**src/rtl/flash_erase_seq.sv**
```systemverilog
module flash_erase_seq #(
  parameter int ADDR_W     = 16,
  parameter int CLK_HZ     = 50_000_000,
  parameter int ERASE_NS   = 10_000_000,
  parameter int VERIFY_NS  = 6_000,
  parameter int MAX_PULSES = 3000
) (
  input  logic              clk,
  input  logic              rst_n,
  input  logic              start,
  input  logic [ADDR_W-1:0] last_addr,
  output logic [ADDR_W-1:0] fl_addr,
  output logic [7:0]        fl_wdata,
  input  logic [7:0]        fl_rdata,
  output logic              fl_we_n,
  output logic              fl_oe_n,
  output logic              vpp_en,
  output logic              pp_req,
  input  logic              pp_ack,
  output logic              busy,
  output logic              done,
  output logic              error,
  output logic              stat_pass,
  output logic              stat_fail
);

  localparam longint ER_RAW = (longint'(CLK_HZ) * ERASE_NS  + 64'd999_999_999) / 64'd1_000_000_000;
  localparam longint VF_RAW = (longint'(CLK_HZ) * VERIFY_NS + 64'd999_999_999) / 64'd1_000_000_000;
  localparam longint ER_CYC = (ER_RAW < 1) ? 1 : ER_RAW;
  localparam longint VF_CYC = (VF_RAW < 1) ? 1 : VF_RAW;
  localparam longint TMAX   = (ER_CYC > VF_CYC) ? ER_CYC : VF_CYC;
  localparam int     TW     = $clog2(TMAX + 1);
  localparam int     PW     = $clog2(MAX_PULSES + 1);

  typedef enum logic [3:0] {
    S_IDLE, S_PREP, S_ESET, S_ERUN, S_EWAIT,
    S_VCMD, S_VWAIT, S_READ, S_RCMD, S_FIN
  } st_t;

  st_t              st;
  logic [1:0]       ph;
  logic [TW-1:0]    tmr;
  logic [PW-1:0]    pcnt;
  logic [ADDR_W-1:0] addr;
  logic             fail_r;

  wire wr_st   = (st == S_ESET) || (st == S_ERUN) || (st == S_VCMD) || (st == S_RCMD);
  wire wr_end  = (ph == 2'd2);
  wire at_last = (addr == last_addr);

  assign fl_addr = addr;
  assign fl_we_n = !(wr_st && ph == 2'd1);
  assign fl_oe_n = (st != S_READ);
  assign pp_req  = (st == S_PREP);
  assign busy    = (st != S_IDLE);
  assign done    = (st == S_FIN) && stat_pass;
  assign error   = (st == S_FIN) && stat_fail;

  always_comb begin
    case (st)
      S_ESET, S_ERUN: fl_wdata = 8'h20;
      S_VCMD:         fl_wdata = 8'hA0;
      default:        fl_wdata = 8'h00;
    endcase
  end

  always_ff @(posedge clk or negedge rst_n) begin
    if (!rst_n) begin
      st        <= S_IDLE;
      ph        <= '0;
      tmr       <= '0;
      pcnt      <= '0;
      addr      <= '0;
      fail_r    <= 1'b0;
      vpp_en    <= 1'b0;
      stat_pass <= 1'b0;
      stat_fail <= 1'b0;
    end else begin
      case (st)
        S_IDLE: if (start) begin
          vpp_en    <= 1'b1;
          addr      <= '0;
          pcnt      <= '0;
          ph        <= '0;
          fail_r    <= 1'b0;
          stat_pass <= 1'b0;
          stat_fail <= 1'b0;
          st        <= S_PREP;
        end
        S_PREP: if (pp_ack) begin
          if (at_last) begin
            addr <= '0;
            st   <= S_ESET;
          end else begin
            addr <= addr + 1'b1;
          end
        end
        S_ESET: begin
          ph <= wr_end ? 2'd0 : ph + 2'd1;
          if (wr_end) st <= S_ERUN;
        end
        S_ERUN: begin
          ph <= wr_end ? 2'd0 : ph + 2'd1;
          if (wr_end) begin
            tmr <= TW'(ER_CYC);
            st  <= S_EWAIT;
          end
        end
        S_EWAIT: begin
          tmr <= tmr - 1'b1;
          if (tmr == TW'(1)) st <= S_VCMD;
        end
        S_VCMD: begin
          ph <= wr_end ? 2'd0 : ph + 2'd1;
          if (wr_end) begin
            tmr <= TW'(VF_CYC);
            st  <= S_VWAIT;
          end
        end
        S_VWAIT: begin
          tmr <= tmr - 1'b1;
          if (tmr == TW'(1)) st <= S_READ;
        end
        S_READ: begin
          ph <= (ph == 2'd1) ? 2'd0 : ph + 2'd1;
          if (ph == 2'd1) begin
            if (fl_rdata == 8'hFF) begin
              if (at_last) begin
                st <= S_RCMD;
              end else begin
                addr <= addr + 1'b1;
                st   <= S_VCMD;
              end
            end else begin
              pcnt <= pcnt + 1'b1;
              if (pcnt == PW'(MAX_PULSES - 1)) begin
                fail_r <= 1'b1;
                st     <= S_RCMD;
              end else begin
                st <= S_ESET;
              end
            end
          end
        end
        S_RCMD: begin
          ph <= wr_end ? 2'd0 : ph + 2'd1;
          if (wr_end) begin
            vpp_en    <= 1'b0;
            stat_pass <= !fail_r;
            stat_fail <= fail_r;
            st        <= S_FIN;
          end
        end
        S_FIN:   st <= S_IDLE;
        default: st <= S_IDLE;
      endcase
    end
  end


  busy_needs_start_chk: assert property (@(posedge clk) disable iff (!rst_n)
    $rose(busy) |-> $past(start));


  vpp_during_write_chk: assert property (@(posedge clk) disable iff (!rst_n)
    !fl_we_n |-> vpp_en);


  vpp_off_at_end_chk: assert property (@(posedge clk) disable iff (!rst_n)
    (done || error) |-> !vpp_en);


  wait_nonzero_chk: assert property (@(posedge clk) disable iff (!rst_n)
    (st == S_EWAIT || st == S_VWAIT) |-> tmr != '0);


  pulse_cap_chk: assert property (@(posedge clk) disable iff (!rst_n)
    pcnt <= PW'(MAX_PULSES));


  end_onehot_chk: assert property (@(posedge clk) disable iff (!rst_n)
    $onehot0({done, error}));


  end_single_chk: assert property (@(posedge clk) disable iff (!rst_n)
    (done || error) |=> !(done || error));


  we_setup_chk: assert property (@(posedge clk) disable iff (!rst_n)
    !fl_we_n |-> ($stable(fl_addr) && $stable(fl_wdata)));


  we_hold_chk: assert property (@(posedge clk) disable iff (!rst_n)
    $rose(fl_we_n) |-> ($stable(fl_addr) && $stable(fl_wdata)));


  no_bus_clash_chk: assert property (@(posedge clk) disable iff (!rst_n)
    !(!fl_we_n && !fl_oe_n));

endmodule

```
**config.mk**
```make
export PLATFORM = sky130hd
export DESIGN_NAME = flash_erase_seq
export DESIGN_NICKNAME = d
export VERILOG_FILES = /design/src/rtl/flash_erase_seq.sv
export SDC_FILE = /design/constraint.sdc
export NUM_CORES = 1
export LEC_CHECK = 0
export BUFFER_PORTS_ARGS = -buffer_cell sky130_fd_sc_hd__buf_2
export CORE_ASPECT_RATIO = 1.25
export CORE_MARGIN = 10
export CORE_UTILIZATION = 55
export DETAILED_ROUTE_END_ITERATION = 8
export PLACE_DENSITY = 0.78
export SYNTH_ARGS = -nofsm -noshare
export SYNTH_HDL_FRONTEND = slang
export SYNTH_SLANG_ARGS = --single-unit
```
**constraint.sdc**
```tcl
create_clock -name clk -period 3.8 [get_ports clk]
set_clock_uncertainty 0.2 [all_clocks]
set_input_delay 0.38 -clock clk [delete_from_list [all_inputs] [get_ports clk]]
set_output_delay 0.38 -clock clk [all_outputs]
set_load 0.01 [all_outputs]
```
==> results of run 1 <==
-- area by class of cell --
| type | count | area, um^2 | share of cell area (%) |
|---|---|---|---|
| Multi-Input combinational cell | 343 | 2090 | 50.1 |
| Sequential cell | 57 | 1430 | 34.2 |
| Timing Repair Buffer | 58 | 303 | 7.27 |
| Clock buffer | 12 | 155 | 3.72 |
| Tap cell | 87 | 109 | 2.61 |
| Inverter | 12 | 46.3 | 1.11 |
| Clock inverter | 3 | 40.0 | 0.961 |
-- sequential cells by signal, indices dropped and copies added (netlist names) --
signal,flops
tmr,19
fl_addr,16
pcnt,12
st,4
ph,2
fail_r,1
stat_fail,1
stat_pass,1
vpp_en,1
-- cells in the final DEF (no fill, tap or decap), drive strengths merged, types with 12 or more instances in the layout --
cell type / netlist / layout
nor2: 59 / 59
dfrtp: 57 / 57
buf: 18 / 57
o21ai: 36 / 36
a21oi: 31 / 31
nand2: 30 / 30
xor2: 23 / 23
nand3: 17 / 17
nand4: 14 / 14
clkbuf: 9 / 12
-- worst min path at each step --
stage / startpoint / to / cells past startpoint
after detailed placement: vpp_en / vpp_en / 2
after global routing: vpp_en / vpp_en / 2
after floorplan: rst_n / fail_r / 0
after CTS: pp_ack / st[0] / 4
final: pp_ack / st[0] / 4
after global placement: vpp_en / vpp_en / 2
-- power by group --
group          total [uW]  internal [uW]  switching, uW  leakage, uW
registers             962            743            220     0.000746
clock network         567            333            234     0.000102
logic                1030            401            631      0.00101
total                2560           1480           1080      0.00185
-- stage by stage --
step / instances / setup WS [ns] / total power (uW) / hold WS [ns] / util, %
3_5_place_dp: 556 / 1.06 / 2000 / 0.266 / 60.3
5_1_grt: 572 / 0.759 / 2780 / 0.315 / 63.5
4_1_cts: 572 / 1.05 / 2580 / 0.249 / 63.5
2_1_floorplan: 439 / 1.58 / 1730 / -0.116 / -
6_report: 572 / 1.04 / 2560 / 0.245 / 63.5
3_3_place_gp: 556 / 1.20 / 1950 / 0.260 / 60.3
-- logic make-up after synthesis --
group	Yosys count
compound gates	102
xor+xnor	29
fa+ha+maj	4
buf+inv	39
flops	57
mux	4
other cells	1
simple gates	198
-- metal layers --
layer | vias to the layer above | wire [um]
met1 | 1662 | 3710
li1 | 1656 | -
met4 | 0 | 195
met2 | 78 | 4800
met3 | 22 | 372
met5 | - | 0
-- tightest hold or removal path: stages --
cell and delay, ns:
buf_2 0.11, nor2_1 0.08, o21ai_0 0.07, o311ai_0 0.10
-- repair_timing --
| action | in CTS | in global routing |
|---|---|---|
| hold buffers | 1 | 0 |
| buffers inserted | 0 | 0 |
| endpoints found under the hold margin | 37 | 0 |
==> impl_results.html, run 1 <==
<table>
<tr><th>Metric</th><th>Value</th></tr>
<tr><th colspan="2">Yosys</th></tr>
<tr><td>Most numerous cell types in the synthesized netlist</td><td>dfrtp_1, nor2_1, o21ai_0</td></tr>
<tr><td>Proportion of netlist area held by the largest area contributor</td><td>38.6%</td></tr>
<tr><td>Largest cells by area after synthesis</td><td>dfrtp_1, nor2_1, xor2_1</td></tr>
<tr><td>Average cell area after synthesis</td><td>8.52 um^2</td></tr>
<tr><td>Number of enable-type register cells in the synthesized netlist</td><td>0</td></tr>
<tr><td>Async set-reset flop share out of synthesis</td><td>100%</td></tr>
<tr><td>Proportion of synthesized area in mux cells</td><td>1.12%</td></tr>
<tr><td>Cell Area, Synth</td><td>3700 um^2</td></tr>
<tr><td>Post-synthesis compound-gate area fraction</td><td>17.6%</td></tr>
<tr><td>Post-Synth Adder-Cell Area</td><td>1.35%</td></tr>
<tr><td>Most used flip-flop cell after synthesis</td><td>dfrtp_1</td></tr>
<tr><td>Count leader, synth</td><td>dfrtp_1</td></tr>
<tr><td>Fraction of the mapped netlist area in simple logic gates</td><td>28.9%</td></tr>
<tr><td>Yosys warnings</td><td>0</td></tr>
<tr><td>Mapped Cells</td><td>434</td></tr>
<tr><td>Biggest area consumer among synthesized cells</td><td>dfrtp_1</td></tr>
<tr><td>Combinational family with the most area after synthesis</td><td>simple AND/OR/NAND/NOR gates</td></tr>
<tr><td>Unique cell type count in the Yosys netlist</td><td>65</td></tr>
<tr><td>Portion of the post-synthesis area used by sequential elements</td><td>38.6%</td></tr>
<tr><td>Xor and xnor area share after synthesis</td><td>6.87%</td></tr>
<tr><td>Number of storage elements in the synthesis netlist</td><td>57</td></tr>
<tr><th colspan="2">Setup path</th></tr>
<tr><td>Top Family by Delay on Critical Path</td><td>simple AND/OR/NAND/NOR gates</td></tr>
<tr><td>R2R setup slack</td><td>1.04 ns</td></tr>
<tr><td>Critical Path Max Stage Delay</td><td>0.71 ns</td></tr>
<tr><td>Critical-path maximum fanout</td><td>24</td></tr>
<tr><td>Required time reported for the critical path endpoint</td><td>3.86 ns</td></tr>
<tr><td>Critical Setup Path Class</td><td>register to register</td></tr>
<tr><td>Stages on worst setup path</td><td>7</td></tr>
<tr><td>Startpoint type of the worst setup path</td><td>register</td></tr>
<tr><td>Critical path data arrival time</td><td>2.81 ns</td></tr>
<tr><td>Endpoint of the worst-slack reg-to-reg timing path</td><td>fl_addr[15]</td></tr>
<tr><td>Crit Reg-Reg Startpoint</td><td>st[2]</td></tr>
<tr><td>Sequence of cells on the critical path</td><td>and4b_1, a2bb2oi_2, nor2_4, a21oi_2, buf_4, or4_1, a21oi_1</td></tr>
<tr><td>Cell type of the slowest stage on the worst timing path</td><td>dfrtp_1</td></tr>
<tr><td>Reg2Reg Depth</td><td>7</td></tr>
<tr><td>Worst path buffer plus inverter count</td><td>1</td></tr>
<tr><td>CP endpoint</td><td>fl_addr[15]</td></tr>
<tr><td>First element of the critical path</td><td>st[2]</td></tr>
<tr><td>CP endpoint kind</td><td>register</td></tr>
<tr><th colspan="2">Layout</th></tr>
<tr><td>Ant diodes</td><td>0</td></tr>
<tr><td>Layout Cell Area excl Fill</td><td>4170 um^2</td></tr>
<tr><td>Share of cells above drive strength 1</td><td>18.4%</td></tr>
<tr><td>Post-synthesis to final-layout area growth</td><td>12.7%</td></tr>
<tr><td>Layout filler cell count</td><td>566</td></tr>
<tr><td>Final nets</td><td>513</td></tr>
<tr><th colspan="2">Route</th></tr>
<tr><td>Final routed DRC violation total</td><td>0</td></tr>
<tr><td>DR vias</td><td>3418</td></tr>
<tr><td>Number of nets still failing antenna checks after routing</td><td>0</td></tr>
<tr><td>Final Routed Wirelength</td><td>9.08 mm</td></tr>
<tr><td>Drt first pass iters</td><td>4</td></tr>
<tr><td>Wire length per cell</td><td>15.9 um</td></tr>
<tr><td>Via density per instance</td><td>5.98</td></tr>
<tr><td>Number of DRC violations after detailed-routing iteration 0</td><td>237</td></tr>
<tr><th colspan="2">GRT</th></tr>
<tr><td>Via count of the first global-routing pass</td><td>3423</td></tr>
<tr><td>Met2 capacity usage during global routing</td><td>30.1%</td></tr>
<tr><td>Wire length of the first global-routing pass</td><td>15.7 mm</td></tr>
<tr><td>Met3 capacity usage during global routing</td><td>4.57%</td></tr>
<tr><td>Overall overflow remaining after global route</td><td>0</td></tr>
<tr><td>Combined global-route utilization of all metal layers</td><td>17.8%</td></tr>
<tr><td>Number of antenna violations at the first check in global routing</td><td>0</td></tr>
<tr><td>Busiest layer in global routing</td><td>met2</td></tr>
<tr><td>Largest net degree at the start of global routing</td><td>40</td></tr>
<tr><td>Routing usage on met1</td><td>20.6%</td></tr>
<tr><th colspan="2">CTS</th></tr>
<tr><td>Source-to-sink clock delay at the later pin of the worst-skew pair</td><td>0.34 ns</td></tr>
<tr><td>CTS-repair resized insts</td><td>0</td></tr>
<tr><td>Cell at the root of the clock tree</td><td>clkbuf_8</td></tr>
<tr><td>Clock tree from TritonCTS</td><td>yes</td></tr>
<tr><td>Total number of H-tree levels</td><td>3</td></tr>
<tr><td>Clock Tree Buf Depth</td><td>2</td></tr>
<tr><td>Clock transition at the register clock pins on the worst setup and hold paths after CTS</td><td>0.07 ns</td></tr>
<tr><td>Number of sinks handled by clock tree synthesis</td><td>57</td></tr>
<tr><td>Num CTS Buffers</td><td>9</td></tr>
<tr><th colspan="2">Hold path</th></tr>
<tr><td>Kind of path behind the tightest hold check</td><td>input pin to register</td></tr>
<tr><th colspan="2">Power</th></tr>
<tr><td>Power per Cell Area</td><td>615 nW/um^2</td></tr>
<tr><td>Worst-case vdd ir drop</td><td>0.329 mV</td></tr>
<tr><td>Leakage dissipation</td><td>0.00185 uW</td></tr>
<tr><th colspan="2">Timing</th></tr>
<tr><td>Shortest clock period the worst path allows after layout</td><td>2.76 ns</td></tr>
<tr><td>Achievable Freq</td><td>363 MHz</td></tr>
<tr><td>Period Utilization, post-route</td><td>72.6%</td></tr>
<tr><td>Unrepaired setup endpoints after global routing</td><td>no</td></tr>
<tr><td>Hold violation total from the final report</td><td>0</td></tr>
<tr><td>Actual slew at the worst max-slew pin</td><td>0.884 ns</td></tr>
<tr><td>Count of final setup violators</td><td>0</td></tr>
<tr><td>Slew Limit Headroom</td><td>41.1%</td></tr>
<tr><td>Final count of pins violating max slew</td><td>0</td></tr>
<tr><td>Final setup TNS</td><td>0 ns</td></tr>
<tr><th colspan="2">Placement</th></tr>
<tr><td>Detailed placer's ending HPWL</td><td>6.77 mm</td></tr>
<tr><td># port buffers</td><td>54</td></tr>
<tr><td>Post-placement cell area</td><td>3960 um^2</td></tr>
<tr><td>Routability congestion estimate from global placement</td><td>0.848</td></tr>
<tr><th colspan="2">Floorplanning</th></tr>
<tr><td>Die H</td><td>112 um</td></tr>
<tr><td>Die area</td><td>10400 um^2</td></tr>
<tr><td>Initial core utilization</td><td>56.3%</td></tr>
<tr><td>Ports</td><td>61</td></tr>
<tr><td>Horiz. Die Dim</td><td>93.3 um</td></tr>
<tr><td>Cell Rows</td><td>33</td></tr>
<tr><td>Core Area</td><td>6570 um^2</td></tr>
<tr><th colspan="2">Job</th></tr>
<tr><td>Max-cap violations</td><td>0</td></tr>
<tr><th colspan="2">Run status</th></tr>
<tr><td>Outcome</td><td>finished clean</td></tr>
</table>
Power figures use the tool's default switching activity.
==> run 2, diff against run 1 <==
--- a/config.mk
+++ b/config.mk
@@ -8,9 +8,9 @@
 export BUFFER_PORTS_ARGS = -buffer_cell sky130_fd_sc_hd__buf_2
 export CORE_ASPECT_RATIO = 1.25
 export CORE_MARGIN = 10
-export CORE_UTILIZATION = 55
+export CORE_UTILIZATION = 51
 export DETAILED_ROUTE_END_ITERATION = 8
-export PLACE_DENSITY = 0.78
+export PLACE_DENSITY = 0.76
 export SYNTH_ARGS = -nofsm -noshare
 export SYNTH_HDL_FRONTEND = slang
 export SYNTH_SLANG_ARGS = --single-unit
==> constraint.sdc (replaced) <==
create_clock -name clk -period 2.4 [get_ports clk]
set_clock_uncertainty 0.2 [all_clocks]
set_input_delay 0.24 -clock clk [delete_from_list [all_inputs] [get_ports clk]]
set_output_delay 0.24 -clock clk [all_outputs]
set_load 0.01 [all_outputs]
==> impl_results.html, run 2 (same netlist as run 1, synthesis figures left out) <==
<table>
<tr><th>Metric</th><th>Value</th></tr>
<tr><th colspan="2">Setup path</th></tr>
<tr><td>Critical-path maximum fanout</td><td>24 (unchanged)</td></tr>
<tr><td>CP endpoint kind</td><td>register</td></tr>
<tr><td>Startpoint type of the worst setup path</td><td>register</td></tr>
<tr><td>Required time reported for the critical path endpoint</td><td>2.43 ns (-1.43 ns)</td></tr>
<tr><td>Critical path data arrival time</td><td>2.30 ns (-0.51 ns)</td></tr>
<tr><td>Critical Setup Path Class</td><td>register to register</td></tr>
<tr><th colspan="2">Job</th></tr>
<tr><td>Max-cap violations</td><td>0 (unchanged)</td></tr>
<tr><th colspan="2">Route</th></tr>
<tr><td>Final Routed Wirelength</td><td>9.53 mm (+4.9%)</td></tr>
<tr><td>DR vias</td><td>3465 (+1.4%)</td></tr>
<tr><td>Drt first pass iters</td><td>4 (unchanged)</td></tr>
<tr><td>Wire length per cell</td><td>15.7 um (-1.1%)</td></tr>
<tr><td>Via density per instance</td><td>5.71 (-4.5%)</td></tr>
<tr><td>Final routed DRC violation total</td><td>0 (unchanged)</td></tr>
<tr><td>Number of nets still failing antenna checks after routing</td><td>0 (unchanged)</td></tr>
<tr><td>Number of DRC violations after detailed-routing iteration 0</td><td>177 (-25%)</td></tr>
<tr><th colspan="2">GRT</th></tr>
<tr><td>Wire length of the first global-routing pass</td><td>16.3 mm (+3.9%)</td></tr>
<tr><td>Largest net degree at the start of global routing</td><td>35 (-13%)</td></tr>
<tr><td>Combined global-route utilization of all metal layers</td><td>18.2% (+0.36 points)</td></tr>
<tr><td>Number of antenna violations at the first check in global routing</td><td>0 (unchanged)</td></tr>
<tr><td>Overall overflow remaining after global route</td><td>0 (unchanged)</td></tr>
<tr><td>Via count of the first global-routing pass</td><td>3428 (+0.15%)</td></tr>
<tr><th colspan="2">Layout</th></tr>
<tr><td>Largest reg by FF count</td><td>tmr</td></tr>
<tr><td>Leading cell types in the layout, fill and taps excluded</td><td>nor2_1, dfrtp_1, buf_2, o21ai_0, buf_4</td></tr>
<tr><td>Share of cells above drive strength 1</td><td>24.2% (+5.8 points)</td></tr>
<tr><td>Final nets</td><td>544 (+6.0%)</td></tr>
<tr><td>Post-synthesis to final-layout area growth</td><td>21.7%</td></tr>
<tr><td>Layout Cell Area excl Fill</td><td>4500 um^2 (+8.0%)</td></tr>
<tr><td>Ant diodes</td><td>0 (unchanged)</td></tr>
<tr><td>Max reg flops</td><td>19 (unchanged)</td></tr>
<tr><th colspan="2">Placement</th></tr>
<tr><td>Post-placement cell area</td><td>4220 um^2 (+6.4%)</td></tr>
<tr><td>Worst slack after detailed placement</td><td>0.0766 ns (-0.983 ns)</td></tr>
<tr><td>Routability congestion estimate from global placement</td><td>0.832 (-1.9%)</td></tr>
<tr><td># port buffers</td><td>54 (unchanged)</td></tr>
<tr><td>Detailed placer's ending HPWL</td><td>7.16 mm (+5.7%)</td></tr>
<tr><th colspan="2">Run status</th></tr>
<tr><td>Outcome</td><td>finished clean</td></tr>
<tr><th colspan="2">CTS</th></tr>
<tr><td>Clock tree from TritonCTS</td><td>yes</td></tr>
<tr><td>Clock Tree Buf Depth</td><td>2 (unchanged)</td></tr>
<tr><td>Total number of H-tree levels</td><td>3 (unchanged)</td></tr>
<tr><td>Num CTS Buffers</td><td>9 (unchanged)</td></tr>
<tr><td>Cell at the root of the clock tree</td><td>clkbuf_8</td></tr>
<tr><td>Clock transition at the register clock pins on the worst setup and hold paths after CTS</td><td>0.07 ns (about the same)</td></tr>
<tr><td>Source-to-sink clock delay at the later pin of the worst-skew pair</td><td>0.34 ns (about the same)</td></tr>
<tr><td>Number of sinks handled by clock tree synthesis</td><td>57 (unchanged)</td></tr>
<tr><th colspan="2">Floorplanning</th></tr>
<tr><td>Die area</td><td>11100 um^2 (+6.3%)</td></tr>
<tr><td>Initial core utilization</td><td>52.7% (-3.6 points)</td></tr>
<tr><td>Ports</td><td>61 (unchanged)</td></tr>
<tr><td>Cell Rows</td><td>34 (+3.0%)</td></tr>
<tr><td>Die H</td><td>115 um (+3.2%)</td></tr>
<tr><td>Horiz. Die Dim</td><td>96.1 um (+3.0%)</td></tr>
<tr><td>Core Area</td><td>7020 um^2 (+6.9%)</td></tr>
<tr><th colspan="2">Timing</th></tr>
<tr><td>Final count of pins violating max slew</td><td>0 (unchanged)</td></tr>
<tr><td>Slew Limit Headroom</td><td>61.4% (+20 points)</td></tr>
<tr><td>Final setup TNS</td><td>0 ns (unchanged)</td></tr>
<tr><td>Achievable Freq</td><td>440 MHz (+21%)</td></tr>
<tr><td>Hold violation total from the final report</td><td>0 (unchanged)</td></tr>
<tr><td>Unrepaired setup endpoints after global routing</td><td>no</td></tr>
<tr><td>Period Utilization, post-route</td><td>94.7% (+22 points)</td></tr>
<tr><td>Shortest clock period the worst path allows after layout</td><td>2.27 ns (-0.485 ns)</td></tr>
<tr><td>Post-route worst setup slack</td><td>0.128 ns (-0.915 ns)</td></tr>
<tr><td>Count of final setup violators</td><td>0 (unchanged)</td></tr>
<tr><td>Actual slew at the worst max-slew pin</td><td>0.579 ns (-0.305 ns)</td></tr>
<tr><th colspan="2">Hold path</th></tr>
<tr><td>Kind of path behind the tightest hold check</td><td>input pin to register</td></tr>
<tr><th colspan="2">Power</th></tr>
<tr><td>Power per Cell Area</td><td>997 nW/um^2 (+62%)</td></tr>
<tr><td>Leakage dissipation</td><td>0.00205 uW (+10%)</td></tr>
<tr><td>Worst-case vdd ir drop</td><td>0.527 mV (+60%)</td></tr>
<tr><td>Total power consumption of the routed design</td><td>4490 uW (+75%)</td></tr>
</table>
## run 2: final cells by class
type	instances	area [um^2]
Multi-Input combinational cell	343	2120
Fill cell	617	2520
Sequential cell	57	1430
Clock inverter	2	60.1
Inverter	12	46.3
Clock buffer	14	163
Timing Repair Buffer	89	564
Tap cell	90	113
## run 2: final timing paths
kind,from,slack (ns),cells after the start,to
worst max register to register,fl_addr[14],0.13,7,fl_addr[0]
max in group asynchronous,rst_n,1.14,3,st[0]
min in group asynchronous,rst_n,0.27,2,fl_addr[12]
worst min register to register,vpp_en,0.28,2,vpp_en
worst min-delay path,pp_ack,0.1,4,st[0]
worst max-delay path,fl_addr[14],0.13,7,fl_addr[0]
## run 2: power by group
group	total [uW]	leakage [uW]	switching [uW]	internal (uW)
Sequential	1410	0.000745	235	1180
Clock	1040	0.000111	392	643
Combinational	2040	0.00119	1200	833
## run 2: critical path, stage by stage, from the launching register on
cell and delay, ns:
dfrtp_1 0.42, xor2_1 0.16, nor4_2 0.37, nand4_2 0.22
a21oi_2 0.23, buf_12 0.17, nor2_1 0.10, mux2_2 0.27
## run 2: stage by stage
step	util, %	cells	hold WS, ns
after floorplan	-	439	-0.256
after detailed placement	60.1	589	0.0661
after CTS	63.4	606	0.0983
after global routing	64.1	607	0.116
after global placement	60.1	589	0.0616
final	64.1	607	0.0989
## run 2: per-layer routing
layer	vias to the layer above	routed length (um)	GRT usage, %
met4	0	135	6.31
met1	1638	3960	22.0
met5	-	0	0
met2	95	4920	30.0
li1	1716	-	-
met3	16	511	5.09
## run 2: what timing repair did
action | 4_1_cts | 5_1_grt
setup endpoints to repair | 0 | 23
hold buffers | 1 | 0
buffers inserted | 0 | 1
hold endpoints to repair | 23 | 0
gates resized for setup | 0 | 10
==> run 3, diff against run 2 <==
--- a/config.mk
+++ b/config.mk
@@ -8,9 +8,10 @@
 export BUFFER_PORTS_ARGS = -buffer_cell sky130_fd_sc_hd__buf_2
 export CORE_ASPECT_RATIO = 1.25
 export CORE_MARGIN = 10
-export CORE_UTILIZATION = 51
+export CORE_UTILIZATION = 55
+export CTS_BUF_LIST = sky130_fd_sc_hd__clkbuf_8
 export DETAILED_ROUTE_END_ITERATION = 8
-export PLACE_DENSITY = 0.76
+export PLACE_DENSITY = 0.78
 export SYNTH_ARGS = -nofsm -noshare
 export SYNTH_HDL_FRONTEND = slang
 export SYNTH_SLANG_ARGS = --single-unit
==> constraint.sdc (replaced) <==
create_clock -name clk -period 2.1 [get_ports clk]
set_clock_uncertainty 0.2 [all_clocks]
set_input_delay 0.21 -clock clk [delete_from_list [all_inputs] [get_ports clk]]
set_output_delay 0.21 -clock clk [all_outputs]
set_load 0.01 [all_outputs]
==> impl_results.html, run 3 (same netlist as run 1, synthesis figures left out) <==
<table>
<tr><th>Metric</th><th>Value</th></tr>
<tr><th colspan="2">Setup path</th></tr>
<tr><td>Critical Setup Path Class</td><td>register to register</td></tr>
<tr><td>Critical-path maximum fanout</td><td>5 (-79%)</td></tr>
<tr><td>Critical path data arrival time</td><td>2.42 ns (+0.12 ns)</td></tr>
<tr><td>Sequence of cells on the critical path</td><td>xor2_1, nor4_2, buf_4, and4_2, buf_4, nor2_1, o41ai_1</td></tr>
<tr><td>CP endpoint kind</td><td>register</td></tr>
<tr><td>R2R setup slack</td><td>-0.30 ns (-0.43 ns)</td></tr>
<tr><td>Worst path buffer plus inverter count</td><td>2 (+1)</td></tr>
<tr><td>Most used cell, CP</td><td>buf_4</td></tr>
<tr><td>Critical Path Max Stage Delay</td><td>0.42 ns (about the same)</td></tr>
<tr><td>Cell type of the slowest stage on the worst timing path</td><td>dfrtp_2</td></tr>
<tr><td>Top Family by Delay on Critical Path</td><td>simple AND/OR/NAND/NOR gates</td></tr>
<tr><td>Startpoint type of the worst setup path</td><td>register</td></tr>
<tr><td>Required time reported for the critical path endpoint</td><td>2.11 ns (-0.32 ns)</td></tr>
<tr><th colspan="2">Power</th></tr>
<tr><td>Worst-case vdd ir drop</td><td>0.637 mV (+21%)</td></tr>
<tr><td>Power per Cell Area</td><td>1180 nW/um^2 (+18%)</td></tr>
<tr><td>Leakage dissipation</td><td>0.00250 uW (+22%)</td></tr>
<tr><th colspan="2">Placement</th></tr>
<tr><td>Count of placed standard cells including taps</td><td>637 (+8.1%)</td></tr>
<tr><td>Routability congestion estimate from global placement</td><td>0.872 (+4.9%)</td></tr>
<tr><td>Detailed placer's ending HPWL</td><td>7.70 mm (+7.6%)</td></tr>
<tr><td># port buffers</td><td>54 (unchanged)</td></tr>
<tr><td>Post-placement cell area</td><td>4620 um^2 (+9.7%)</td></tr>
<tr><th colspan="2">CTS</th></tr>
<tr><td>Clock tree from TritonCTS</td><td>yes</td></tr>
<tr><td>Clock Tree Buf Depth</td><td>2 (unchanged)</td></tr>
<tr><td>Cell at the root of the clock tree</td><td>clkbuf_8</td></tr>
<tr><td>Num CTS Buffers</td><td>9 (unchanged)</td></tr>
<tr><td>Number of sinks handled by clock tree synthesis</td><td>57 (unchanged)</td></tr>
<tr><td>Total number of H-tree levels</td><td>3 (unchanged)</td></tr>
<tr><td>Clock transition at the register clock pins on the worst setup and hold paths after CTS</td><td>0.07 ns (about the same)</td></tr>
<tr><td>Source-to-sink clock delay at the later pin of the worst-skew pair</td><td>0.35 ns (about the same)</td></tr>
<tr><th colspan="2">Run status</th></tr>
<tr><td>Outcome</td><td>finished, violations left</td></tr>
<tr><td>Failing checks</td><td>setup timing</td></tr>
<tr><th colspan="2">GRT</th></tr>
<tr><td>Number of antenna violations at the first check in global routing</td><td>0 (unchanged)</td></tr>
<tr><td>Wire length of the first global-routing pass</td><td>17.8 mm (+8.9%)</td></tr>
<tr><td>Overall overflow remaining after global route</td><td>0 (unchanged)</td></tr>
<tr><td>Via count of the first global-routing pass</td><td>3861 (+13%)</td></tr>
<tr><td>Combined global-route utilization of all metal layers</td><td>20.5% (+2.4 points)</td></tr>
<tr><td>Largest net degree at the start of global routing</td><td>23 (-34%)</td></tr>
<tr><th colspan="2">Floorplanning</th></tr>
<tr><td>Die H</td><td>112 um (-3.1%)</td></tr>
<tr><td>Die area</td><td>10400 um^2 (-5.9%)</td></tr>
<tr><td>Ports</td><td>61 (unchanged)</td></tr>
<tr><td>Cell Rows</td><td>33 (-2.9%)</td></tr>
<tr><td>Initial core utilization</td><td>56.3% (+3.6 points)</td></tr>
<tr><td>Horiz. Die Dim</td><td>93.3 um (-2.9%)</td></tr>
<tr><td>Core Area</td><td>6570 um^2 (-6.5%)</td></tr>
<tr><th colspan="2">Timing</th></tr>
<tr><td>Shortest clock period the worst path allows after layout</td><td>2.40 ns (+0.131 ns)</td></tr>
<tr><td>Count of final setup violators</td><td>26 (+26)</td></tr>
<tr><td>Final count of pins violating max slew</td><td>0 (unchanged)</td></tr>
<tr><td>Unrepaired setup endpoints after global routing</td><td>yes</td></tr>
<tr><td>Achievable Freq</td><td>416 MHz (-5.4%)</td></tr>
<tr><td>Hold violation total from the final report</td><td>0 (unchanged)</td></tr>
<tr><td>Period Utilization, post-route</td><td>114% (+20 points)</td></tr>
<tr><td>Post-route worst setup slack</td><td>-0.303 ns (-0.431 ns)</td></tr>
<tr><th colspan="2">Layout</th></tr>
<tr><td>Ant diodes</td><td>0 (unchanged)</td></tr>
<tr><td>Largest reg by FF count</td><td>tmr</td></tr>
<tr><td>Layout filler cell count</td><td>335 (-46%)</td></tr>
<tr><td>Layout Cell Area excl Fill</td><td>5380 um^2 (+20%)</td></tr>
<tr><td>Final nets</td><td>622 (+14%)</td></tr>
<tr><td>Leading cell types in the layout, fill and taps excluded</td><td>buf_4, dfrtp_1, nor2_1, buf_2, nand2_1</td></tr>
<tr><td>Share of cells above drive strength 1</td><td>41.1% (+17 points)</td></tr>
<tr><td>Most common cell after layout, fill and taps aside</td><td>buf_4</td></tr>
<tr><td>Post-synthesis to final-layout area growth</td><td>45.5%</td></tr>
<tr><td>Max reg flops</td><td>19 (unchanged)</td></tr>
<tr><td>Post-layout instance count excluding filler cells</td><td>681 (+12%)</td></tr>
<tr><th colspan="2">Route</th></tr>
<tr><td>Final Routed Wirelength</td><td>13.5 mm (+41%)</td></tr>
<tr><td>Number of DRC violations after detailed-routing iteration 0</td><td>447 (+150%)</td></tr>
<tr><td>DR vias</td><td>4396 (+27%)</td></tr>
<tr><td>Number of nets still failing antenna checks after routing</td><td>0 (unchanged)</td></tr>
<tr><td>Drt first pass iters</td><td>7 (+3)</td></tr>
<tr><td>Final routed DRC violation total</td><td>0 (unchanged)</td></tr>
<tr><td>Wire length per cell</td><td>19.8 um (+26%)</td></tr>
<tr><td>Via density per instance</td><td>6.46 (+13%)</td></tr>
<tr><th colspan="2">Job</th></tr>
<tr><td>Max-cap violations</td><td>0 (unchanged)</td></tr>
<tr><th colspan="2">Hold path</th></tr>
<tr><td>Kind of path behind the tightest hold check</td><td>input pin to async pin</td></tr>
</table>
-- run 3: changes by cell type in the layout (fill, tap and decap cells not counted), moves of 4 or more --
cell / previous run / this run
o21ai_1: 3 / 8
o21ai_0: 32 / 27
a21oi_1: 29 / 23
or4_4: 0 / 4
or4_1: 11 / 7
buf_6: 1 / 22
buf_4: 31 / 90
a21oi_2: 2 / 6
nor4_1: 6 / 2
-- run 3: path summary, 6_finish.rpt --
check / cells past startpoint / from / to
max: 7 / fl_addr[0] / st[3]
min: 2 / rst_n / fl_addr[14]
max reg2reg: 7 / fl_addr[0] / st[3]
min reg2reg: 2 / vpp_en / vpp_en
max in group asynchronous: 3 / rst_n / st[1]
min in group clk: 4 / pp_ack / st[0]
-- run 3: per-stage QoR --
stage	worst slack (ns)	hold WS (ns)	utilization (%)	setup TNS, ns	total power [uW]
2_1_floorplan	-0.0364	-0.286	-	-0.0364	3180
3_3_place_gp	-0.116	-0.0482	70.4	-0.691	4200
3_5_place_dp	-0.163	-0.0398	70.4	-1.51	4280
4_1_cts	-0.116	0.0692	77.0	-1.14	5550
5_1_grt	-0.309	0.170	81.9	-6.05	6670
6_report	-0.303	0.141	81.9	-4.72	6350
-- run 3: cell type report --
type / count / area (um^2) / share of cell area, %
clock buffer: 10 / 138 / 2.56
inverter: 12 / 50.0 / 0.931
tap: 87 / 109 / 2.02
multi-input combinational: 343 / 2370 / 44.1
clock inverter: 5 / 23.8 / 0.442
sequential: 57 / 1430 / 26.6
timing repair buffer: 167 / 1250 / 23.3
-- run 3: worst reg2reg max path: stages, from the launching register on --
cell and delay [ns]:
dfrtp_2 0.42, xor2_1 0.19, nor4_2 0.33, buf_4 0.19, and4_2 0.32, buf_4 0.14, nor2_1 0.06, o41ai_1 0.42
-- run 3: report_power, final --
part	switching, uW	total (uW)	internal [uW]	leakage (uW)
logic	2060	3900	1840	0.00166
clock network	441	881	440	0.0000929
registers	222	1570	1350	0.000741
total	2720	6350	3630	0.00250
-- run 3: per-layer routing --
metal | track usage, % | vias to the layer above | part of all wire (%)
li1 | - | 1872 | -
met1 | 22.0 | 2101 | 35
met2 | 37.3 | 316 | 51
met3 | 4.50 | 107 | 7.6
met4 | 8.56 | 0 | 6.7
met5 | 0 | - | 0
-- run 3: timing repair --
item	4_1_cts	5_1_grt
endpoints found under the hold margin	16	0
pin swaps	28	26
buffers inserted	12	16
hold buffers	1	0
endpoints found under the setup margin	27	43
cloned	1	1
resized for setup	34	52
